--- src/rtl/irqagg_pkg.sv ---
`timescale 1ns/1ps
package irqagg_pkg;

    localparam int unsigned NUM_SRC   = 32;
    localparam int unsigned DATA_W    = 32;
    localparam int unsigned SYNC_DEPTH = 2;

    // Register selected by address bits [3:2]
    typedef enum logic [1:0] {
        SEL_PENDING = 2'd0,
        SEL_LEVEL   = 2'd1,
        SEL_ENSET   = 2'd2,
        SEL_ENCLR   = 2'd3
    } reg_sel_e;

    typedef struct packed {
        logic     hit;
        reg_sel_e sel;
    } addr_dec_t;

    typedef struct packed {
        logic [NUM_SRC-1:0] set_bits;
        logic [NUM_SRC-1:0] clr_bits;
    } en_cmd_t;

    // Decode a zero-extended byte address into a register selection.
    function automatic addr_dec_t decode_addr(input logic [31:0] byte_addr);
        addr_dec_t d;
        d.hit = (byte_addr[31:4] == '0) && (byte_addr[1:0] == 2'b00);
        d.sel = reg_sel_e'(byte_addr[3:2]);
        return d;
    endfunction

    // Turn a bus write into an enable command; only the command words act.
    function automatic en_cmd_t build_cmd(input addr_dec_t d, input logic we,
                                          input logic [NUM_SRC-1:0] data);
        en_cmd_t c;
        c.set_bits = (we && d.hit && d.sel == SEL_ENSET) ? data : '0;
        c.clr_bits = (we && d.hit && d.sel == SEL_ENCLR) ? data : '0;
        return c;
    endfunction

endpackage

--- src/rtl/irqagg_sync.sv ---
`timescale 1ns/1ps
module irqagg_sync #(
    parameter int unsigned WIDTH  = irqagg_pkg::NUM_SRC,
    parameter int unsigned STAGES = irqagg_pkg::SYNC_DEPTH
) (
    input  logic             clk,
    input  logic             rst,
    input  logic [WIDTH-1:0] async_in,
    output logic [WIDTH-1:0] sync_out
);

    logic [STAGES-1:0][WIDTH-1:0] chain_q;

    generate
        for (genvar s = 0; s < STAGES; s++) begin : g_stage
            if (s == 0) begin : g_first
                always_ff @(posedge clk) begin
                    if (rst) chain_q[s] <= '0;
                    else     chain_q[s] <= async_in;
                end
            end else begin : g_next
                always_ff @(posedge clk) begin
                    if (rst) chain_q[s] <= '0;
                    else     chain_q[s] <= chain_q[s-1];
                end
            end
        end
    endgenerate

    assign sync_out = chain_q[STAGES-1];

endmodule

--- src/rtl/irqagg_enable.sv ---
`timescale 1ns/1ps
module irqagg_enable #(
    parameter int unsigned WIDTH = irqagg_pkg::NUM_SRC
) (
    input  logic             clk,
    input  logic             rst,
    input  logic [WIDTH-1:0] set_bits,
    input  logic [WIDTH-1:0] clr_bits,
    output logic [WIDTH-1:0] en_q
);

    logic [WIDTH-1:0] en_d;

    // A clear wins over a set landing on the same bit in one cycle.
    always_comb begin
        en_d = (en_q | set_bits) & ~clr_bits;
    end

    always_ff @(posedge clk) begin
        if (rst) en_q <= '0;
        else     en_q <= en_d;
    end

endmodule

--- src/rtl/irqagg_combine.sv ---
`timescale 1ns/1ps
module irqagg_combine #(
    parameter int unsigned WIDTH = irqagg_pkg::NUM_SRC
) (
    input  logic             clk,
    input  logic             rst,
    input  logic [WIDTH-1:0] level,
    input  logic [WIDTH-1:0] enable,
    output logic [WIDTH-1:0] pending,
    output logic             req_q
);

    always_comb begin
        pending = level & enable;
    end

    always_ff @(posedge clk) begin
        if (rst) req_q <= 1'b0;
        else     req_q <= |pending;
    end

endmodule

--- src/rtl/irq_aggregator.sv ---
`timescale 1ns/1ps
module irq_aggregator
    import irqagg_pkg::*;
#(
    parameter int unsigned N      = NUM_SRC,
    parameter int unsigned DW     = DATA_W,
    parameter int unsigned ADDR_W = 6
) (
    input  logic              clk,
    input  logic              rst,
    input  logic [N-1:0]      irq_in,
    input  logic [ADDR_W-1:0] bus_addr,
    input  logic              bus_we,
    input  logic [DW-1:0]     bus_wdata,
    output logic [DW-1:0]     bus_rdata,
    output logic              irq_out
);

    localparam int unsigned PAD_W = 32 - ADDR_W;

    addr_dec_t    dec;
    en_cmd_t      cmd;
    logic [N-1:0] raw_q;
    logic [N-1:0] en_q;
    logic [N-1:0] pend;

    always_comb begin
        dec = decode_addr({{PAD_W{1'b0}}, bus_addr});
        cmd = build_cmd(dec, bus_we, bus_wdata[N-1:0]);
    end

    irqagg_sync #(.WIDTH(N), .STAGES(SYNC_DEPTH)) u_sync (
        .clk      (clk),
        .rst      (rst),
        .async_in (irq_in),
        .sync_out (raw_q)
    );

    irqagg_enable #(.WIDTH(N)) u_enable (
        .clk      (clk),
        .rst      (rst),
        .set_bits (cmd.set_bits),
        .clr_bits (cmd.clr_bits),
        .en_q     (en_q)
    );

    irqagg_combine #(.WIDTH(N)) u_combine (
        .clk     (clk),
        .rst     (rst),
        .level   (raw_q),
        .enable  (en_q),
        .pending (pend),
        .req_q   (irq_out)
    );

    always_comb begin
        bus_rdata = '0;
        if (dec.hit) begin
            unique case (dec.sel)
                SEL_PENDING: bus_rdata = DW'(pend);
                SEL_LEVEL:   bus_rdata = DW'(raw_q);
                SEL_ENSET,
                SEL_ENCLR:   bus_rdata = DW'(en_q);
                default:     bus_rdata = '0;
            endcase
        end
    end

endmodule

--- config.mk ---
export PLATFORM = sky130hd
export DESIGN_NAME = irq_aggregator
export DESIGN_NICKNAME = d
export VERILOG_FILES = /design/src/rtl/irqagg_pkg.sv /design/src/rtl/irqagg_sync.sv /design/src/rtl/irqagg_enable.sv /design/src/rtl/irqagg_combine.sv /design/src/rtl/irq_aggregator.sv
export SDC_FILE = /design/constraint.sdc
export NUM_CORES = 1
export LEC_CHECK = 0
export BUFFER_PORTS_ARGS = -buffer_cell sky130_fd_sc_hd__buf_4
export CAP_MARGIN = 10
export CORE_ASPECT_RATIO = 0.7
export CORE_MARGIN = 2
export CORE_UTILIZATION = 45
export CTS_BUF_LIST = sky130_fd_sc_hd__clkbuf_16
export DETAILED_ROUTE_END_ITERATION = 16
export MAX_ROUTING_LAYER = met4
export PLACE_DENSITY_LB_ADDON = 0.08
export SYNTH_ARGS = -nofsm -noshare
export SYNTH_HDL_FRONTEND = slang
export SYNTH_HIERARCHICAL = 1
export SYNTH_SLANG_ARGS = --single-unit
--- constraint.sdc ---
create_clock -name clk -period 4.65 [get_ports clk]
set_input_delay 0.6975 -clock clk [delete_from_list [all_inputs] [get_ports clk]]
set_output_delay 0.6975 -clock clk [all_outputs]
set_load 0.005 [all_outputs]
# == After elaboration in Yosys (flattened, before gate mapping) ==
# Index checks and enable logic that the tools add are counted.
# W data, S select, Z words.
# totals
ff_bits,97
inputBits,73
out_inout_bits,33
wordCells,24
# op_classes
eq_ne,3
mux,4
bitwise_logic,4
n_reduce_logical,9
# op_table
op,n
$mux W32,3
$pmux W32 S3,1
$and A32 B32 Y32,2
$not A32 Y32,1
$or A32 B32 Y32,1
$reduce_or A32 Y1,1
$logic_not A2 Y1,3
$eq A2 B2 Y1 const B,2
$logic_and A1 B1 Y1,4
$eq A2 B1 Y1 const B,1
$reduce_or A2 Y1,1

# == Depth between registers and ports, before layout ==
# depth
word_depth,7
depth_mapped,6
depth_no_buf,4

# == By module ==
# Netlist, hierarchy kept.
# by_module_without_submodules
module,instances,cells_each,area_each_um2,seq_area_each_um2
irqagg_sync,1,167,2158.3,1281.2
irq_aggregator,1,226,1594.0,0.0
irqagg_enable,1,99,1123.6,640.6
irqagg_combine,1,44,300.3,20.0

# == Worst setup path before layout ==
# OpenSTA, ideal clock, no wires.
# synth_timing
path_kind,input-to-output
start,input port bus_addr[5]
end,output port bus_rdata[31]
t_arrival_ns,1.771
t_required_ns,3.953
setup_slack_ns,2.182
cell_stages,5
path_buffers,3
path_cell_list,or4_4 buf_6 buf_6 buf_6 a211oi_2
# synth_between
elab_chain_len,3
# synth_rtl
item,line_no,text
start: declaration,irq_aggregator.sv:12,"input logic [ADDR_W-1:0] bus_addr,"
$logic_not A2 Y1,irqagg_pkg.sv:29,d.hit = (byte_addr[31:4] == '0) && (byte_addr[1:0] == 2'b00);
$logic_and A1 B1 Y1,irqagg_pkg.sv:29,
$mux W32,irq_aggregator.sv:58,if (dec.hit) begin
end: declaration,irq_aggregator.sv:15,"output logic [DW-1:0] bus_rdata,"
# No other way between the ends.

# == Worst setup path after layout ==
# layout_timing
start,input port bus_addr[5]
end,output port bus_rdata[16]
# The elaborated chain is that of the path after synthesis.

==> results.md <==
* Status: finished clean
* Avg WL per Cell at approximately 15 microns
* Clock sink count at between 90 and 100
* Power, Total at between 0.0015 and 0.002 W
* Number of global-route vias before repair at roughly 3600
* Slew headroom at a little over a third
* CTS resizes at 0
* Placed Area at around 5700 sq um
* GRT Total Usage at a little under a fifth
* Nets@finish at approximately 660
* GRT Residual Overflow at 0
* Final min period at about 3100 ps
* Core area at 11100 sq um
* Cells after Synth at about 540
* Pins Over Slew Limit at 0
* P_leak at 2.38 nW
* Biggest area consumer among synthesized cells: dfxtp_1
* Drt pass-1 iters at 5
* NetSw at 0.000425 W
* CTS buffer count at 9
* Multi-input logic area at 2700 sq um
* Row cnt at 32
* Final worst-path cycle share at between 60% and 70%
* Clock latency on the worst-skew pair at around 340 ps
* Clock share of power at 46.1%
* Pint at ~0.0015 W
* Sequential share of power at between 40% and 50%
* Port Buffers at between 100 and 150
* DPL Wire Length at between 7000 and 8000 microns
* Final Worst Setup Slack at about 1500 ps
* Layout Utilization at between 50% and 60%
* Path type of the worst min-delay path: reg2reg
* Sequential area share after synthesis at a little under two fifths
* Die Footprint at about 12000 sq um
* CTS clk-pin slew, worst paths at about 70 ps
* Max IR drop VDD at approximately 190 uV
* Initial Util at between 40% and 50%
* Via Count at between 3000 and 4000
* Die width at 132 microns
* Mapped cell area at around 5200 sq um
* Critical path fanouts, max at 74
* EDFF count, synth at 0
* Most common cell after layout, fill and taps aside: buf_4
* Layer with the highest usage: met2
* Hold Fails Final Rpt at 0
* Yosys warns at 6
* Antenna Violating Nets Remaining at 0
* M1 GR Usage at 24.1%
* Sum Neg Setup Slack at 0 ps
* Largest net degree at the start of global routing at 75
* H-tree depth at 3
* Unrepaired setup endpoints after global routing: no
* Crit path required time at 3950 ps
* Fmax at about 320 MHz
* CTS tree: yes
* Synth cell types at 26
* Endpoints failing setup at 0
* N_diodes at 0
* Top area cells in the synthesized netlist: dfxtp_1 38%, nor2b_2 10%, a211oi_2 7.5%
* Crit path DAT at roughly 2500 ps
* Most frequent cells in the layout: 111 x buf_4, 97 x dfxtp_1, 60 x nor2b_2
* Post-Place Setup Slack at between 1000 and 1500 ps
* DRC Markers at 0
* Post-route cell area at slightly above 6000 sq um
* Post-CTS Setup Inserts at 0
* Top_reg_cell synth: dfxtp_1
* Layout cells sized above 1 at between 40 and 50%
* Fillers at ~1000
* GPL Wtd Cong at between 0.7 and 0.8
* # Max-Cap Violations at 0
* Worst Setup End Kind: output port
* Met3 Use GR at 3.56%
* Initial antenna violation count at 0
* Area delta synth->final at 16.7%
* Vias per cell at just under 5
* First-pass GRT wire length at between 15000 and 20000 microns
* Area occupied by registers at a little under 2000 sq um
* Die H at between 90 and 100 microns
* Met2 Resource Use GR at between 20% and 30%
* Ys async rst share at 0%
* Top-Level Pins at between 100 and 150
* Clock Path Buffers at 2
* Yosys top cell area share at between 30% and 40%
* Number of synthesized register bits at 97
* Synth Net Count at between 600 and 700
* 1st-iter DRT viols at 149
* CP startpoint kind: input port
* Measured slew at the worst slew-check pin at approximately 950 ps
* Root buffer cell: clkbuf_16
* Pwr dens at approximately 320 nW/um^2
* Critical path type: in2out
* Switching Share at 21.8%
* Final setup skew at between 4 and 5 ps
* Final WL at between 10000 and 15000 microns
* Combinational group share of total power at 9.5%
* Syn_area_per_cell at approximately 9.7 sq um
* Hold Buf Count CTS at 0
-- state kept, by name, summed over array words and instances (netlist names) --
signal	cells
u_combine/req_q	1
u_enable/en_q	32
u_sync/sync_out	32
u_sync/chain_q	32
-- routing by layer --
metal | vias to the layer above | share of wire, % | wire (microns)
met1 | 1705 | 49 | 5420
met4 | 0 | 0.66 | 72
met3 | 8 | 3.9 | 424
met5 | - | 0 | 0
met2 | 80 | 46 | 5070
li1 | 1873 | - | -
-- worst max-delay path, stage by stage --
cell      delay, ps
buf_4           110
or4_4           910
buf_4           390
a211oi_2        180
buf_4           140
-- logic make-up (layout without fill, tap and decap cells) --
family          count (synthesis)  count (layout)  synth area share (%)
compound gates                 33              33                  7.81
buf+inv                        73             128                  10.3
flops                          97              97                  37.5
mux                            32              32                  6.19
simple gates                  301             301                  38.2
-- path summary, 6_finish.rpt --
kind                          to  depth (start not counted)  slack [ps]           startpoint
min          u_sync/sync_out[29]                          1         430   u_sync/chain_q[29]
max                bus_rdata[16]                          5        1510          bus_addr[5]
min reg2reg  u_sync/sync_out[29]                          1         430   u_sync/chain_q[29]
max reg2reg      u_combine/req_q                          4        2730  u_sync/sync_out[13]
-- power by group through the flow --
stage          logic (W)  clock network [W]  registers (W)
2_1_floorplan   0.000140                  0       0.000881
3_3_place_gp    0.000185                  0       0.000885
6_report        0.000185           0.000900       0.000866
5_1_grt         0.000202           0.000952       0.000868
4_1_cts         0.000187           0.000924       0.000866
3_5_place_dp    0.000187                  0       0.000886
-- per-stage QoR --
stage	hold WS (ps)	cells
after floorplan	414	536
after global placement	424	728
after detailed placement	424	728
after CTS	440	744
after global routing	451	744
final	435	744
-- synth_stat cells, types with 7 or more instances --
cell type / n
nor3_1: 57
dfxtp_1: 97
mux2i_1: 32
a211oi_2: 31
nor2b_2: 60
buf_1: 9
buf_4: 32
nor3_2: 36
nand2_1: 33
buf_6: 14
and2_1: 31
nor2b_1: 36
nor2_1: 32
clkbuf_1: 7
buf_2: 8
-- area by class of cell --
cell class	count	area share [%]
Multi-Input combinational cell	366	44.7
Clock inverter	7	2.34
Clock buffer	9	3.73
Tap cell	153	3.17
Inverter	1	0.0622
Timing Repair Buffer	111	13.8
Sequential cell	97	32.2
Power figures use the tool's default switching activity.
